--- config.mk ---
export PLATFORM = sky130hd
export DESIGN_NAME = wide_frame_bridge
export DESIGN_NICKNAME = d
export VERILOG_FILES = /design/src/rtl/bridge_pkg.sv /design/src/rtl/wide_rx.sv /design/src/rtl/byte_tx.sv /design/src/rtl/wide_frame_bridge.sv
export SDC_FILE = /design/constraint.sdc
export NUM_CORES = 1
export LEC_CHECK = 0
export ABC_AREA = 1
export BUFFER_PORTS_ARGS = -buffer_cell sky130_fd_sc_hd__buf_2
export CAP_MARGIN = 20
export CORE_ASPECT_RATIO = 0.9
export CORE_MARGIN = 3
export CORE_UTILIZATION = 54
export DETAILED_ROUTE_END_ITERATION = 8
export PLACE_DENSITY = 0.68
export SETUP_SLACK_MARGIN = 0.05
export SLEW_MARGIN = 20
export SYNTH_ARGS = -nofsm -noshare
export SYNTH_HDL_FRONTEND = slang
export SYNTH_SLANG_ARGS = --single-unit
--- constraint.sdc ---
create_clock -name clk_i -period 2 [get_ports clk_i]
set_clock_uncertainty 0.05 [all_clocks]
set_input_delay 0 -clock clk_i [delete_from_list [all_inputs] [get_ports clk_i]]
set_output_delay 0 -clock clk_i [all_outputs]
set_load 0.05 [all_outputs]
--- src/rtl/bridge_pkg.sv ---
package bridge_pkg;
  localparam int unsigned WORD_W = 16;
  localparam int unsigned BYTE_W = 8;

  typedef enum logic [2:0] {
    RX_IDLE, RX_START, RX_DATA, RX_PAR, RX_STOP
  } rx_state_e;

  typedef enum logic [1:0] {
    SEQ_IDLE, SEQ_HI, SEQ_LO, SEQ_END
  } seq_state_e;
endpackage

--- src/rtl/wide_rx.sv ---
module wide_rx
  import bridge_pkg::*;
#(
  parameter int unsigned CLKS_PER_BIT = 2604,
  parameter int unsigned DW           = WORD_W
) (
  input  logic          clk_i,
  input  logic          rst_ni,
  input  logic          rx_i,
  output logic          done_o,
  output logic          bad_o,
  output logic [DW-1:0] word_o
);
  localparam int unsigned CW = $clog2(CLKS_PER_BIT);
  localparam int unsigned IW = $clog2(DW);
  localparam logic [CW-1:0] CNT_MAX  = CW'(CLKS_PER_BIT - 1);
  localparam logic [CW-1:0] HALF_M1  = CW'(CLKS_PER_BIT / 2 - 1);
  localparam logic [IW-1:0] IDX_LAST = IW'(DW - 1);

  logic          s1_q, s2_q, prev_q, par_q;
  logic [CW-1:0] cnt_q;
  logic [IW-1:0] idx_q;
  logic [DW-1:0] sh_q;
  rx_state_e     st_q;

  always_ff @(posedge clk_i or negedge rst_ni) begin
    if (!rst_ni) begin
      s1_q   <= 1'b1;
      s2_q   <= 1'b1;
      prev_q <= 1'b1;
      par_q  <= 1'b0;
      cnt_q  <= '0;
      idx_q  <= '0;
      sh_q   <= '0;
      st_q   <= RX_IDLE;
      done_o <= 1'b0;
      bad_o  <= 1'b0;
      word_o <= '0;
    end else begin
      s1_q   <= rx_i;
      s2_q   <= s1_q;
      prev_q <= s2_q;
      done_o <= 1'b0;
      unique case (st_q)
        RX_IDLE: if (prev_q && !s2_q) begin  // falling edge only
          st_q  <= RX_START;
          cnt_q <= '0;
        end
        RX_START: if (cnt_q == HALF_M1) begin
          cnt_q <= '0;
          idx_q <= '0;
          st_q  <= s2_q ? RX_IDLE : RX_DATA;
        end else cnt_q <= cnt_q + 1'b1;
        RX_DATA: if (cnt_q == CNT_MAX) begin
          cnt_q <= '0;
          sh_q  <= {s2_q, sh_q[DW-1:1]};
          if (idx_q == IDX_LAST) st_q <= RX_PAR;
          else idx_q <= idx_q + 1'b1;
        end else cnt_q <= cnt_q + 1'b1;
        RX_PAR: if (cnt_q == CNT_MAX) begin
          cnt_q <= '0;
          par_q <= s2_q;
          st_q  <= RX_STOP;
        end else cnt_q <= cnt_q + 1'b1;
        RX_STOP: if (cnt_q == CNT_MAX) begin
          cnt_q  <= '0;
          done_o <= 1'b1;
          word_o <= sh_q;
          bad_o  <= (^sh_q ^ par_q) | ~s2_q;
          st_q   <= RX_IDLE;
        end else cnt_q <= cnt_q + 1'b1;
        default: st_q <= RX_IDLE;
      endcase
    end
  end

  assert_done_single_R2: assert property (@(posedge clk_i) disable iff (!rst_ni)
    done_o |=> !done_o);
endmodule

--- src/rtl/byte_tx.sv ---
module byte_tx
  import bridge_pkg::*;
#(
  parameter int unsigned CLKS_PER_BIT = 2604,
  parameter int unsigned PAR_EN       = 1,
  parameter int unsigned STOP_BITS    = 1
) (
  input  logic              clk_i,
  input  logic              rst_ni,
  input  logic              start_i,
  input  logic [BYTE_W-1:0] data_i,
  output logic              ready_o,
  output logic              tx_o
);
  localparam int unsigned LEN = 1 + BYTE_W + PAR_EN + STOP_BITS;
  localparam int unsigned CW  = $clog2(CLKS_PER_BIT);
  localparam int unsigned BW  = $clog2(LEN);
  localparam logic [CW-1:0] CNT_MAX  = CW'(CLKS_PER_BIT - 1);
  localparam logic [BW-1:0] BIT_LAST = BW'(LEN - 1);

  logic [LEN-1:0] load_w, sh_q;
  logic [CW-1:0]  cnt_q;
  logic [BW-1:0]  nbit_q;
  logic           busy_q;

  generate
    if (PAR_EN != 0) begin : g_par
      always_comb load_w = {{STOP_BITS{1'b1}}, ^data_i, data_i, 1'b0};
    end else begin : g_nopar
      always_comb load_w = {{STOP_BITS{1'b1}}, data_i, 1'b0};
    end
  endgenerate

  always_ff @(posedge clk_i or negedge rst_ni) begin
    if (!rst_ni) begin
      sh_q   <= '1;
      cnt_q  <= '0;
      nbit_q <= '0;
      busy_q <= 1'b0;
    end else if (start_i && !busy_q) begin
      sh_q   <= load_w;
      cnt_q  <= '0;
      nbit_q <= '0;
      busy_q <= 1'b1;
    end else if (busy_q) begin
      if (cnt_q == CNT_MAX) begin
        cnt_q <= '0;
        sh_q  <= {1'b1, sh_q[LEN-1:1]};
        if (nbit_q == BIT_LAST) busy_q <= 1'b0;
        else nbit_q <= nbit_q + 1'b1;
      end else cnt_q <= cnt_q + 1'b1;
    end
  end

  assign ready_o = !busy_q;
  assign tx_o    = sh_q[0];

  assert_idle_high_R3: assert property (@(posedge clk_i) disable iff (!rst_ni)
    !busy_q |-> tx_o);
endmodule

--- src/rtl/wide_frame_bridge.sv ---
module wide_frame_bridge
  import bridge_pkg::*;
#(
  parameter int unsigned CLKS_PER_BIT  = 2604,
  parameter int unsigned OUT_PAR_EN    = 1,
  parameter int unsigned OUT_STOP_BITS = 1
) (
  input  logic clk_i,
  input  logic rst_ni,
  input  logic rx_i,
  output logic tx_o,
  output logic frame_err_o,
  output logic overrun_o
);
  logic              rx_done, rx_bad, tx_start, tx_ready;
  logic [WORD_W-1:0] rx_word, hold_q;
  logic [BYTE_W-1:0] tx_data;
  seq_state_e        st_q;

  wide_rx #(.CLKS_PER_BIT(CLKS_PER_BIT), .DW(WORD_W)) rx_i0 (
    .clk_i, .rst_ni, .rx_i,
    .done_o(rx_done), .bad_o(rx_bad), .word_o(rx_word)
  );

  byte_tx #(.CLKS_PER_BIT(CLKS_PER_BIT), .PAR_EN(OUT_PAR_EN),
            .STOP_BITS(OUT_STOP_BITS)) tx_i0 (
    .clk_i, .rst_ni, .start_i(tx_start), .data_i(tx_data),
    .ready_o(tx_ready), .tx_o
  );

  always_comb begin
    tx_start = ((st_q == SEQ_HI) || (st_q == SEQ_LO)) && tx_ready;
    tx_data  = (st_q == SEQ_HI) ? hold_q[WORD_W-1:BYTE_W] : hold_q[BYTE_W-1:0];
  end

  always_ff @(posedge clk_i or negedge rst_ni) begin
    if (!rst_ni) begin
      st_q        <= SEQ_IDLE;
      hold_q      <= '0;
      frame_err_o <= 1'b0;
      overrun_o   <= 1'b0;
    end else begin
      if (rx_done && rx_bad) frame_err_o <= 1'b1;
      unique case (st_q)
        SEQ_IDLE: if (rx_done && !rx_bad) begin
          hold_q <= rx_word;
          st_q   <= SEQ_HI;
        end
        SEQ_HI:  if (tx_ready) st_q <= SEQ_LO;
        SEQ_LO:  if (tx_ready) st_q <= SEQ_END;
        SEQ_END: if (tx_ready) st_q <= SEQ_IDLE;
        default: st_q <= SEQ_IDLE;
      endcase
      if (rx_done && !rx_bad && st_q != SEQ_IDLE) overrun_o <= 1'b1;
    end
  end

  assert_launch_busy_R7: assert property (@(posedge clk_i) disable iff (!rst_ni)
    tx_start |=> !tx_ready);
  assert_hold_stable_R8: assert property (@(posedge clk_i) disable iff (!rst_ni)
    (st_q != SEQ_IDLE && $past(st_q) != SEQ_IDLE) |-> $stable(hold_q));
  assert_overrun_cause_R8: assert property (@(posedge clk_i) disable iff (!rst_ni)
    $rose(overrun_o) |-> $past(rx_done && !rx_bad && st_q != SEQ_IDLE));
  assert_bad_no_load_R5: assert property (@(posedge clk_i) disable iff (!rst_ni)
    (rx_done && rx_bad && st_q == SEQ_IDLE) |=> st_q == SEQ_IDLE);
  assert_err_sticky_R9: assert property (@(posedge clk_i) disable iff (!rst_ni)
    frame_err_o |=> frame_err_o);
  assert_ovr_sticky_R9: assert property (@(posedge clk_i) disable iff (!rst_ni)
    overrun_o |=> overrun_o);
endmodule

-- Word-level counts from Yosys, hierarchy flattened
Cells that the tools add are included.
- reductions and logical operators: 30
- multiplexer cells: 38
- add/subtract/negate cells: 4
- bitwise gates (word level): 3
- eq/ne operators: 24
- operators by type and width (kind ; count):
    $mux W12 ; 6
    $pmux W12 S3 ; 1
    $mux W11 ; 3
    $mux W4 ; 7
    $add A12 B1 Y12 const B ; 2
    $eq A12 B12 Y1 const B ; 2
    $mux W3 ; 6
    $reduce_xor A16 Y1 ; 1
    $pmux W3 S5 ; 1
    $ne A2 B1 Y1 const B ; 7
    $eq A12 B11 Y1 const B ; 1
    $reduce_and A2 Y1 ; 6
    $mux W2 ; 5
    $ne A2 B2 Y1 const B ; 5
    $add A4 B1 Y4 const B ; 2
    $eq A4 B4 Y1 const B ; 2
    $mux W8 ; 1
    $pmux W2 S4 ; 1
    $pmux W4 S2 ; 1
    $reduce_and A4 Y1 ; 2
    $reduce_bool A2 Y1 ; 4
    $reduce_xor A8 Y1 ; 1
    $eq A3 B2 Y1 const B ; 2
    $logic_and A1 B1 Y1 ; 6
    16 further kinds ; 24
- output and inout bits: 3
- word-level logic and storage cells: 118
- register bits: 105

-- Logic depth before layout (Yosys ltp)
- word-level depth: 6
- gate-level depth with buffers: 15
- mapped depth without buffers: 14

-- Cells and area by module
A second synthesis with hierarchy kept.
- cell total of the unflattened synthesis: 689
- area, all modules: 5556.6 um^2
- modules (own cells, without submodules) (module ; instances ; cells each ; area an instance (um^2)):
    wide_rx ; 1 ; 337 ; 2934.1
    byte_tx ; 1 ; 237 ; 1642.8
    wide_frame_bridge ; 1 ; 115 ; 979.7

-- Worst setup path after synthesis
OpenSTA, ideal clock, no wires.
- kind: register to register
- start point: register st_q[1]
- end point: register tx_i0.sh_q[9]
- data arrival time: 1519 ps
- library setup time: 58 ps
- stages on the path, launching flop included: 15
- data required time: 1892 ps
- slack: 372 ps
- period minus slack after synthesis: 1628 ps
- buffers on the path: 2
- cells stage by stage: dfrtp_1 > inv_1 > ha_1 > buf_6 > buf_6 > nand2_2 > inv_2 > nor2_2 > nand2_1 > nand2_2 > xor2_1 > nand2_1 > nand3_1 > nand2_1 > inv_1
- cells in the longest elaborated chain, start to end: 6
- elaborated cells between the ends (all ways): 11
- classes of those cells: eq/ne: 2; mux: 2; reduce/logical: 7
- ends and longest elaborated chain (item ; RTL line ; source):
    start: declaration ; wide_frame_bridge.sv:18 ; seq_state_e st_q;
    start signal: assignment ; wide_frame_bridge.sv:38 ; st_q <= SEQ_IDLE;
    start signal: assignment ; wide_frame_bridge.sv:47 ; st_q <= SEQ_HI;
    start signal: assignment ; wide_frame_bridge.sv:49 ; SEQ_HI: if (tx_ready) st_q <= SEQ_LO;
    $eq A2 B1 Y1 or $eq A2 B2 Y1 (tied branches) ; wide_frame_bridge.sv:32, wide_frame_bridge.sv:33 ;
    $logic_or A1 B1 Y1 ; wide_frame_bridge.sv:32 ; tx_start = ((st_q == SEQ_HI) || (st_q == SEQ_LO)) && tx_ready;
    $logic_and A1 B1 Y1 ; wide_frame_bridge.sv:32 ;
    $logic_and A1 B1 Y1 ; byte_tx.sv:40 ; end else if (start_i && !busy_q) begin
    $reduce_bool A2 Y1 (no source line) ; - ;
    $reduce_and A2 Y1 (no source line) ; - ;
    end signal: assignment ; byte_tx.sv:41 ; sh_q <= load_w;
    end signal: assignment ; byte_tx.sv:48 ; sh_q <= {1'b1, sh_q[LEN-1:1]};
    end: declaration ; byte_tx.sv:21 ; logic [LEN-1:0] load_w, sh_q;
Parallel ways exist; a longest one is shown, timed or not.
A chain may end at the register's enable or synchronous reset.

-- Final worst setup path
- start point: register rx_i0.cnt_q[1]
- end point: register rx_i0.cnt_q[2]
- cells in the longest elaborated chain, start to end: 3
- elaborated cells between the ends (all ways): 6
- classes of those cells: add/sub: 1; eq/ne: 2; mux: 3
- ends and longest elaborated chain (item ; RTL line ; source):
    start: declaration ; wide_rx.sv:21 ; logic [CW-1:0] cnt_q;
    start signal: assignment ; wide_rx.sv:53 ; end else cnt_q <= cnt_q + 1'b1;
    start signal: assignment ; wide_rx.sv:59 ; end else cnt_q <= cnt_q + 1'b1;
    start signal: assignment ; wide_rx.sv:64 ; end else cnt_q <= cnt_q + 1'b1;
    $add A12 B1 Y12 (tied with other cells) ; - ;
    $mux W12, on equally long branches ; - ;
    $pmux W12 S3 (*) ; wide_rx.sv:44 ; unique case (st_q)
Every way passes the cells marked *; elsewhere a longest branch is shown, timed or not.

==> impl_metrics.env <==
export IMPL_critPathBufInv=0
export IMPL_syn_nets=687
export IMPL_layout_min_cycle_time_ns=1.783
export IMPL_syn_inst=674
export IMPL_path_delay_family="simple AND/OR/NAND/NOR gates"
export IMPL_cts_tree="built"
export IMPL_grt_usage=0.1981
export IMPL_slew_limit_headroom=0.5821
export IMPL_max_stage_delay_ns=0.40
export IMPL_num_io_pins=6
export IMPL_grt_start_max_net_pins=48
export IMPL_cp_cell_sequence="ha_1, nand4_1, nor2_1, nand2_1, nand2_1, nand2_4, nor3_4, nor2_1"
export IMPL_clk_latency_ns=0.37
export IMPL_period_share=0.8914
export IMPL_worst_pin_slew_ns=0.6269
export IMPL_finalNetCount=701
export IMPL_pre_cts_ws_ns=0.1519
export IMPL_drv_slew=0
export IMPL_synth_async_sr_flop_share=1.000
export IMPL_yosys_register_bits=104
export IMPL_fin_tns_setup_ns=0
export IMPL_cp_max_fo=6
export IMPL_vias_per_cell=5.181
export IMPL_ys_seq_area_frac=0.4805
export IMPL_finalSetupViolCount=0
export IMPL_seq_power_share=0.533
export IMPL_grt_pass1_wl_um=18490
export IMPL_synth_edf_count=0
export IMPL_syn_cell_area_mm2=0.005450
export IMPL_grt_pass1_vias=4130
export IMPL_nFillCells=869
export IMPL_gp_congestion=0.8818
export IMPL_rsz0062_at_grt="false"
export IMPL_power_net_switching_uw=1263
export IMPL_clock_power_share=0.299
export IMPL_drtIter0Drc=339
export IMPL_core_mm2=0.009742
export IMPL_syn_to_final_growth_pct=7.668
export IMPL_synth_most_common_cell="nand2_1"
export IMPL_chipWidth_um=111.9
export IMPL_p_leak_uw=0.002722
export IMPL_place_detailed_hpwl_um=7320
export IMPL_drv_cap=0
export IMPL_synth_largest_area_cell="dfrtp_1"
export IMPL_status="completed"
export IMPL_power_combinational_fraction=0.169
export IMPL_internal_power_uw=2951
export IMPL_worstPathRequired_ns=2.20
export IMPL_overflow=0
export IMPL_yosysUniqueCellTypes=44
export IMPL_avgSynthCellArea_um2=8.086
export IMPL_route_detailed_drc=0
export IMPL_cts_htree_levels=3
export IMPL_ys_flop_type="dfrtp_1"
export IMPL_switching_share=0.2998
export IMPL_crit_path_end_kind="flip-flop"
export IMPL_vdd_ir_drop_max_mv=0.6507
export IMPL_clkSinkCount=104
export IMPL_netlist_top_cells_count="201 x nand2_1, 91 x dfrtp_1, 80 x inv_1, 40 x nand3_1, 38 x o21ai_0"
export IMPL_cts_buffers_inserted=9
export IMPL_max_freq_mhz=560.9
export IMPL_clk_path_buf_depth=2
export IMPL_worst_setup_path_type="reg -> reg"
export IMPL_regArea_mm2=0.002619
export IMPL_std_cell_rows=34
export IMPL_numPortBuffers=5
export IMPL_path_clk_slew_ns=0.09
export IMPL_vias=4238
export IMPL_cts_root_buf="clkbuf_8"
export IMPL_multiInputGateArea_mm2=0.002374
export IMPL_totalWireLength_um=10150
export IMPL_powerDensity_mw_per_mm2=718.1
export IMPL_die_h_um=101.3
export IMPL_drive_gt1_frac=0.1358
export IMPL_initial_core_util=0.5595
export IMPL_grt_antenna_before_repair=0
export IMPL_antenna_cells=0
export IMPL_crit_slowest_cell="dfrtp_1"
export IMPL_die_area_mm2=0.01134
export IMPL_yosys_warnings=0
export IMPL_avgRoutedWirePerCell_um=12.41
export IMPL_startpoint_type="flip-flop"
export IMPL_crit_arrival_ns=1.98
export IMPL_hold_path_class="in -> async"
export IMPL_setup_ws_ns=0.2171
export IMPL_synth_top_cells_by_area="dfrtp_1 42%, nand2_1 14%, dfstp_2 6.3%"
export IMPL_ant_nets=0
export IMPL_synth_top_area_share=0.4178
export IMPL_drtPass1Iterations=4
export IMPL_finalHoldViolCount=0
cell type report:
| class | count | area share |
|---|---|---|
| Inverter | 95 | 0.06077 |
| Sequential cell | 104 | 0.4463 |
| Multi-Input combinational cell | 459 | 0.4045 |
| Clock inverter | 5 | 0.01002 |
| Timing Repair Buffer | 19 | 0.02985 |
| Clock buffer | 10 | 0.02175 |
| Tap cell | 126 | 0.02687 |
path summary, 6_finish.rpt:
path | start | to | slack (ns) | depth (start not counted)
min in group clk_i | rx_i | rx_i0.s1_q$_DFF_PN1_ | 0.23 | 2
hold reg to reg | rx_i0.s1_q$_DFF_PN1_ | rx_i0.s2_q$_DFF_PN1_ | 0.32 | 0
setup reg to reg | rx_i0.cnt_q[1]$_DFFE_PN0P_ | rx_i0.cnt_q[2]$_DFFE_PN0P_ | 0.22 | 8
hold / removal | rst_ni | tx_i0.cnt_q[11]$_DFFE_PN0P_ | 0.12 | 2
setup / recovery | rx_i0.cnt_q[1]$_DFFE_PN0P_ | rx_i0.cnt_q[2]$_DFFE_PN0P_ | 0.22 | 8
max in group asynchronous | rst_ni | tx_i0.sh_q[8]$_DFFE_PN1P_ | 1.04 | 3
kinds of logic (layout without fill, tap and decap cells):
kind of cell | count (synthesis) | after routing | share of synthesized area
simple gates | 317 | 317 | 0.2514
buf+inv | 111 | 129 | 0.08861
compound gates | 107 | 107 | 0.1164
flops | 104 | 104 | 0.4805
xor+xnor | 25 | 25 | 0.04017
fa+ha+maj | 10 | 10 | 0.02296
layout by cell type, fill, tap and decap left out, types with 3 or more instances in the layout:
cell	instances
nand2_1	201
dfrtp_1	91
inv_1	80
nand3_1	40
nor2_1	37
o21ai_0	37
o21ai_1	22
xor2_1	17
a21oi_1	16
inv_2	15
dfstp_2	13
o21ai_2	12
buf_4	10
ha_1	9
clkbuf_8	9
xnor2_1	8
nand4_1	7
nor3_1	7
nor2_2	5
nand2_2	5
o22ai_1	4
buf_2	4
nor3_2	3
a22oi_1	3
o211ai_1	3
buf_12	3
power by group through the flow:
stage          clock network [µW]  logic (µW)  registers [µW]
6_report                     1260         710            2240
3_5_place_dp                    0         704            2280
5_1_grt                      1390         813            2260
4_1_cts                      1320         710            2240
2_1_floorplan                   0         519            2270
3_3_place_gp                    0         688            2280
metrics by stage:
stage	utilization	total power (µW)	instances	hold slack (ns)	cell area [µm²]
floorplan	-	2787	674	-0.3456	5450
global placement	0.5765	2965	800	0.01159	5617
detailed placement	0.5765	2989	800	0.02130	5617
CTS	0.5977	4270	817	0.1439	5823
global route	0.6024	4463	818	0.1769	5868
finish	0.6024	4214	818	0.1247	5868
flip-flops by register name (all words and copies together) (netlist names):
signal,count
rx_i0.sh_q,16
rx_i0.word_o,16
tx_i0.nbit_q,4
rx_i0.st_q,3
st_q,2
overrun_o,1
rx_i0.s2_q,1
rx_i0.idx_q,4
frame_err_o,1
rx_i0.cnt_q,12
tx_i0.busy_q,1
tx_i0.sh_q,10
rx_i0.s1_q,1
rx_i0.par_q,1
tx_i0.cnt_q,12
rx_i0.done_o,1
rx_i0.prev_q,1
hold_q,16
rx_i0.bad_o,1
metal layers:
metal / track usage / vias to the layer above / routed length (µm)
met5: 0 / - / 0
met4: 0.05893 / 0 / 137
met3: 0.04182 / 12 / 255
met2: 0.3281 / 47 / 4659
met1: 0.2659 / 2007 / 5102
li1: - / 2172 / -
repair_timing:
item                                   CTS  global route
setup buffers                            0             1
resized for setup                        0            10
hold buffers                             2             0
setup endpoints to repair                0            18
endpoints found under the hold margin   45             0
(Power assumes the default switching activity.)
